**src/rtl/nor_erase_pkg.sv**
```systemverilog
package nor_erase_pkg;
   localparam int CMD_AW = 11;
   localparam logic [CMD_AW-1:0] UL_ADDR_A = 11'h555;
   localparam logic [CMD_AW-1:0] UL_ADDR_B = 11'h2AA;
   localparam logic [7:0] UL_DATA_A = 8'hAA;
   localparam logic [7:0] UL_DATA_B = 8'h55;
   localparam logic [7:0] CMD_SETUP = 8'h80;
   localparam logic [7:0] CMD_CHIP  = 8'h10;
   localparam logic [7:0] CMD_SECT  = 8'h30;

   typedef enum logic [2:0] {
      ST_READ,
      ST_UL1,
      ST_UL2,
      ST_SETUP,
      ST_UL4,
      ST_UL5,
      ST_WIN,
      ST_BUSY
   } es_state_t;
endpackage

```
**src/rtl/erase_tick_counter.sv**
```systemverilog
module erase_tick_counter #(
   parameter int LIMIT = 16
) (
   input  logic clk,
   input  logic rst_n,
   input  logic run,
   input  logic restart,
   input  logic tick,
   output logic expire
);
   localparam int CW = (LIMIT < 2) ? 1 : $clog2(LIMIT);
   localparam logic [CW-1:0] LAST = CW'(LIMIT - 1);

   logic [CW-1:0] cnt;

   assign expire = run & ~restart & tick & (cnt == LAST);

   always_ff @(posedge clk or negedge rst_n) begin
      if (!rst_n) begin
         cnt <= '0;
      end else if (!run || restart || expire) begin
         cnt <= '0;
      end else if (tick) begin
         cnt <= cnt + 1'b1;
      end
   end
endmodule

```
**src/rtl/erase_cmd_fsm.sv**
```systemverilog
module erase_cmd_fsm
   import nor_erase_pkg::*;
#(
   parameter int AW    = 16,
   parameter int SW    = 3,
   parameter int NSECT = 8
) (
   input  logic             clk,
   input  logic             rst_n,
   input  logic             wr_en,
   input  logic [AW-1:0]    wr_addr,
   input  logic [7:0]       cmd_byte,
   input  logic             win_expire,
   input  logic             erase_expire,
   output es_state_t        state,
   output logic             win_restart,
   output logic [NSECT-1:0] pend,
   output logic [NSECT-1:0] erased
);
   localparam int LW = AW - SW;

   es_state_t        state_n;
   logic [NSECT-1:0] pend_n, erased_n, sect_bit;
   logic             at_a, at_b;

   assign at_a     = (wr_addr[LW-1:0] == LW'(UL_ADDR_A));
   assign at_b     = (wr_addr[LW-1:0] == LW'(UL_ADDR_B));
   assign sect_bit = NSECT'(1) << wr_addr[AW-1 -: SW];

   always_comb begin
      state_n     = state;
      pend_n      = pend;
      erased_n    = erased;
      win_restart = 1'b0;
      case (state)
         ST_READ:
            if (wr_en && at_a && cmd_byte == UL_DATA_A) state_n = ST_UL1;
         ST_UL1:
            if (wr_en) state_n = (at_b && cmd_byte == UL_DATA_B) ? ST_UL2 : ST_READ;
         ST_UL2:
            if (wr_en) state_n = (at_a && cmd_byte == CMD_SETUP) ? ST_SETUP : ST_READ;
         ST_SETUP:
            if (wr_en) state_n = (at_a && cmd_byte == UL_DATA_A) ? ST_UL4 : ST_READ;
         ST_UL4:
            if (wr_en) state_n = (at_b && cmd_byte == UL_DATA_B) ? ST_UL5 : ST_READ;
         ST_UL5:
            if (wr_en) begin
               if (at_a && cmd_byte == CMD_CHIP) begin
                  state_n = ST_BUSY;
                  pend_n  = '1;
               end else if (cmd_byte == CMD_SECT) begin
                  state_n     = ST_WIN;
                  pend_n      = sect_bit;
                  win_restart = 1'b1;
               end else begin
                  state_n = ST_READ;
               end
            end
         ST_WIN:
            if (wr_en) begin
               if (cmd_byte == CMD_SECT) begin
                  pend_n      = pend | sect_bit;
                  win_restart = 1'b1;
               end else begin
                  state_n = ST_READ;
                  pend_n  = '0;
               end
            end else if (win_expire) begin
               state_n = ST_BUSY;
            end
         ST_BUSY:
            if (erase_expire) begin
               state_n  = ST_READ;
               erased_n = erased | pend;
               pend_n   = '0;
            end
         default: state_n = ST_READ;
      endcase
   end

   always_ff @(posedge clk or negedge rst_n) begin
      if (!rst_n) begin
         state  <= ST_READ;
         pend   <= '0;
         erased <= '0;
      end else begin
         state  <= state_n;
         pend   <= pend_n;
         erased <= erased_n;
      end
   end
endmodule

```
**src/rtl/erase_status_word.sv**
```systemverilog
module erase_status_word #(
   parameter int LANES = 2
) (
   input  logic               toggle,
   input  logic               closed,
   output logic [8*LANES-1:0] word
);
   for (genvar g = 0; g < LANES; g++) begin : g_lane
      assign word[8*g +: 8] = {1'b0, toggle, 2'b00, closed, 3'b000};
   end
endmodule

```
**src/rtl/nor_erase_front.sv**
```systemverilog
module nor_erase_front
   import nor_erase_pkg::*;
#(
   parameter int AW          = 16,
   parameter int LANES       = 2,
   parameter int SW          = 3,
   parameter int WIN_TICKS   = 1000,
   parameter int ERASE_TICKS = 4000
) (
   input  logic               clk,
   input  logic               rst_n,
   input  logic               tick,
   input  logic               wr_en,
   input  logic [AW-1:0]      wr_addr,
   input  logic [8*LANES-1:0] wr_data,
   input  logic               rd_en,
   input  logic [AW-1:0]      rd_addr,
   input  logic [8*LANES-1:0] arr_rdata,
   output logic [8*LANES-1:0] rd_data
);
   localparam int DW    = 8 * LANES;
   localparam int NSECT = 1 << SW;

   if (AW - SW < CMD_AW) begin : g_bad_aw
      $error("nor_erase_front: AW-SW must cover the unlock address width");
   end
   if (SW < 1 || LANES < 1) begin : g_bad_shape
      $error("nor_erase_front: SW and LANES must be at least 1");
   end
   if (WIN_TICKS < 1 || ERASE_TICKS < 1) begin : g_bad_time
      $error("nor_erase_front: tick limits must be at least 1");
   end

   es_state_t        st;
   logic             st_win, st_busy, stat_mode;
   logic             win_restart, win_expire, erase_expire;
   logic             tog;
   logic [NSECT-1:0] pend, erased;
   logic [DW-1:0]    stat_word;
   logic             unused_rd_lo;

   assign unused_rd_lo = ^rd_addr[AW-SW-1:0];
   if (LANES > 1) begin : g_hi
      logic unused_wr_hi;
      assign unused_wr_hi = ^wr_data[DW-1:8];
   end

   erase_cmd_fsm #(.AW(AW), .SW(SW), .NSECT(NSECT)) u_fsm (
      .clk         (clk),
      .rst_n       (rst_n),
      .wr_en       (wr_en),
      .wr_addr     (wr_addr),
      .cmd_byte    (wr_data[7:0]),
      .win_expire  (win_expire),
      .erase_expire(erase_expire),
      .state       (st),
      .win_restart (win_restart),
      .pend        (pend),
      .erased      (erased)
   );

   assign st_win    = (st == ST_WIN);
   assign st_busy   = (st == ST_BUSY);
   assign stat_mode = st_win | st_busy;

   erase_tick_counter #(.LIMIT(WIN_TICKS)) u_win_cnt (
      .clk    (clk),
      .rst_n  (rst_n),
      .run    (st_win),
      .restart(win_restart | wr_en),
      .tick   (tick),
      .expire (win_expire)
   );

   erase_tick_counter #(.LIMIT(ERASE_TICKS)) u_busy_cnt (
      .clk    (clk),
      .rst_n  (rst_n),
      .run    (st_busy),
      .restart(1'b0),
      .tick   (tick),
      .expire (erase_expire)
   );

   always_ff @(posedge clk or negedge rst_n) begin
      if (!rst_n) tog <= 1'b0;
      else if (rd_en && stat_mode) tog <= ~tog;
   end

   erase_status_word #(.LANES(LANES)) u_stat (
      .toggle(tog),
      .closed(st_busy),
      .word  (stat_word)
   );

   always_comb begin
      if (stat_mode) rd_data = stat_word;
      else if (erased[rd_addr[AW-1 -: SW]]) rd_data = '1;
      else rd_data = arr_rdata;
   end
endmodule

```
**config.mk**
```make
export PLATFORM = sky130hd
export DESIGN_NAME = nor_erase_front
export DESIGN_NICKNAME = d
export VERILOG_FILES = /design/src/rtl/nor_erase_pkg.sv /design/src/rtl/erase_tick_counter.sv /design/src/rtl/erase_cmd_fsm.sv /design/src/rtl/erase_status_word.sv /design/src/rtl/nor_erase_front.sv
export SDC_FILE = /design/constraint.sdc
export NUM_CORES = 1
export LEC_CHECK = 0
export BUFFER_PORTS_ARGS = -buffer_cell sky130_fd_sc_hd__buf_4
export CORE_MARGIN = 5
export CORE_UTILIZATION = 44
export DETAILED_ROUTE_END_ITERATION = 10
export PLACE_DENSITY_LB_ADDON = 0.1
export SKIP_LAST_GASP = 1
export SLEW_MARGIN = 10
export SYNTH_ARGS = -nofsm -noshare
export SYNTH_HDL_FRONTEND = slang
export SYNTH_SLANG_ARGS = --single-unit
```
**constraint.sdc**
```tcl
create_clock -name clk -period 2 [get_ports clk]
set_input_delay 0.4 -clock clk [delete_from_list [all_inputs] [get_ports clk]]
set_output_delay 0.4 -clock clk [all_outputs]
set_load 0.02 [all_outputs]
```
==> key figures <==
Status
  • Status: finished, violations left
  • Failing checks: negative setup slack

CTS
  • Root buffer cell: clkbuf_8
  • Worst skew pair latency: 300 ps
  • CTS Buffer Depth: 2
  • H-Tree Depth: 2
  • CTS buffer count: 5
  • CTS tree: done
  • CTS clk-pin slew, worst paths: 80 ps
  • CTS sink count: 42

Placed design
  • Worst slack, placed: -246.6 ps
  • Cell total after placement: 424
  • RePlAce Congestion: 0.7999
  • IO buf count: 63
  • Final HPWL DP: 4834 um

Power and ir drop
  • Gate power share: 0.136
  • VDD IR max: 257.1 uV
  • Clock share of power: 0.333
  • Sw Share: 0.2457
  • P_int: 1.224 mW
  • P_leak: 1.589 nW
  • Power Dens Cells: 479.2 mW/mm2
  • Seq pwr share: 0.531
  • Net switching power: 0.3986 mW

Route
  • Mean number of vias per cell: 5.441
  • Pre-antenna DRT Iters: 4
  • Starting DRT DRC Count: 69
  • Routed Antenna Nets: 0
  • Routed wire length: 6284 um
  • WL per Instance: 14.51 um
  • Vias: 2356
  • Drt drc: 0

Worst setup path
  • CP Class: flop to output port
  • Slowest stage delay, CP: 470 ps
  • Top delay family on crit path: multiplexers
  • WP data required: 1600 ps
  • Critical path arrival: 1940 ps
  • Buffer and inverter count on the worst path: 2
  • Setup crit start kind: flop
  • Crit-path max FO: 12
  • CP cell instances: mux4_2 -> mux2_4 -> buf_6 -> o21a_1 -> buf_4
  • Crit end category: output port
  • Crit-path slowest cell: mux4_2

Layout
  • Area occupied by registers: 0.001051 mm2
  • Diode count: 0
  • Layout cells sized above 1: 0.3047
  • Commonest non-fill, non-tap cells in the layout: 85 x buf_4, 42 x dfrtp_1, 35 x nor2_1
  • Area Overhead vs Synth: 32.91%
  • Non-Filler Instances: 433
  • Area of the multi-input gates: 0.001415 mm2
  • Commonest non-fill, non-tap cell in the layout: buf_4
  • Final core occ: 0.6074
  • Layout fillers: 509
  • Nets: 431

STA
  • Max-slew headroom: 0.6423
  • Fmax: 426.5 MHz
  • Min Tclk post-route: 2345 ps
  • Final-report hold violation count: 0
  • Fin. max-slew vios: 0
  • Hold Slack: 81.78 ps
  • Final Skew: 9.902 ps
  • Tcrit/Tclk final: 1.172
  • Final setup viols: 16
  • Slew @ Worst Pin: 536.6 ps
  • RSZ-0062 raised after global routing: yes
  • Worst Slack Setup Final: -344.9 ps

Floorplanning
  • Die area: 0.007411 mm2
  • Die height: 86.09 um
  • Core ar.: 0.005574 mm2
  • Initial Util: 0.4570
  • DIE WIDTH: 86.09 um
  • I/O pins: 85
  • Row count: 27

Global routing
  • Total Routing Usage GR: 0.1810
  • Total overflow reported by the global router: 0
  • Largest net degree at the start of global routing: 43
  • Initial antenna violation count: 0
  • Vias in the first global route: 2406
  • Global-route wire length before repair: 10870 um

Logic synthesis
  • Yosys warns: 0
  • FF+latch count, synth: 42
  • Post-synthesis xor/xnor area fraction: 0.07564
  • Synth Instances: 276
  • Post-Synth Adder-Cell Area: 0.009823
  • Largest family of logic cells by synthesized area: simple AND/OR/NAND/NOR gates
  • Simple-gate area share of the yosys netlist: 0.2525
  • Post-synthesis mux area share: 0.03389
  • Primary FF master, synth: dfrtp_1
  • Async S/R FF share, synth: 1.000
  • Synthesized cell area: 0.002547 mm2
  • Netlist cell types: 55
  • Average cell area after synthesis: 9.230 um2
  • Post-synth EDFFs: 0
  • Compound-gate portion of the synthesized area: 0.1768
  • Post-synthesis net count: 347
  • Sequential share of the synthesized area: 0.4126

Hold path
  • Hold WC Path Type: input pin to async pin

Flow run
  • Maxcap violations: 0
[power by group through the flow]
stage,registers (mW),clock network [mW],logic [mW]
5_1_grt,0.863,0.585,0.240
2_1_floorplan,0.877,0,0.0756
3_5_place_dp,0.878,0,0.219
3_3_place_gp,0.878,0,0.215
4_1_cts,0.861,0.556,0.223
6_report,0.861,0.541,0.221
[synth_stat cells (8+ instances only)]
library cell	count	area, um2
a31oi_1	8	50.05
nor2_1	35	131.4
o21a_1	14	105.1
a21o_1	8	60.06
nand3_1	11	55.05
clkbuf_1	10	37.54
nand2_1	12	45.04
inv_1	13	48.80
dfrtp_1	42	1051
xor2_1	16	140.1
nand4_1	9	56.30
o22ai_1	8	50.05
[area by class of cell]
class,count,area share
multi-input combinational,208,0.4180
sequential,42,0.3104
timing repair buffer,90,0.2051
tap,72,0.02661
clock buffer,6,0.02143
inverter,13,0.01441
clock inverter,2,0.004065
[layer usage]
metal	track usage	vias up	part of all wire
li1	-	1177	-
met1	0.2416	1105	0.47
met2	0.2894	67	0.46
met3	0.04035	7	0.064
met4	0.06043	0	0.015
met5	0	-	0
[per-stage QoR]
step                setup TNS [ps]  cell area [um2]  total power, mW
detailed placement           -4296             3258            1.097
global placement             -4011             3258            1.093
global route                 -6456             3386            1.688
CTS                          -5403             3382            1.640
floorplan                        0             2550           0.9525
finish                       -5309             3386            1.622
[path summary, 6_finish.rpt]
check | slack (ps) | depth (start not counted) | endpoint | startpoint
worst max-delay path | -340 | 5 | rd_data[10] | u_fsm.erased[3]
worst min-delay path | 80 | 1 | u_win_cnt.cnt[5] | rst_n
worst min register to register | 480 | 1 | u_fsm.erased[0] | u_fsm.erased[0]
min in group clk | 380 | 3 | tog | rd_en
worst max register to register | 150 | 6 | u_fsm.pend[3] | u_busy_cnt.cnt[0]
max in group asynchronous | 1550 | 1 | u_fsm.erased[1] | rst_n
[what timing repair did]
action | in CTS | in global routing
pin swaps | 2 | 0
endpoints found under the setup margin | 16 | 24
endpoints found under the hold margin | 0 | 0
setup buffers | 1 | 0
hold buffers | 0 | 0
resized for setup | 7 | 1
[registers in the layout, indices dropped and copies added (netlist names)]
register	cells
u_fsm.state	3
tog	1
u_win_cnt.cnt	10
u_fsm.erased	8
u_busy_cnt.cnt	12
u_fsm.pend	8
[cell families after synthesis]
family	Yosys count
buf+inv	26
xor+xnor	22
simple gates	115
mux	6
compound gates	63
fa+ha+maj	2
flops	42
No activity file was read; power rests on OpenSTA's default activity.
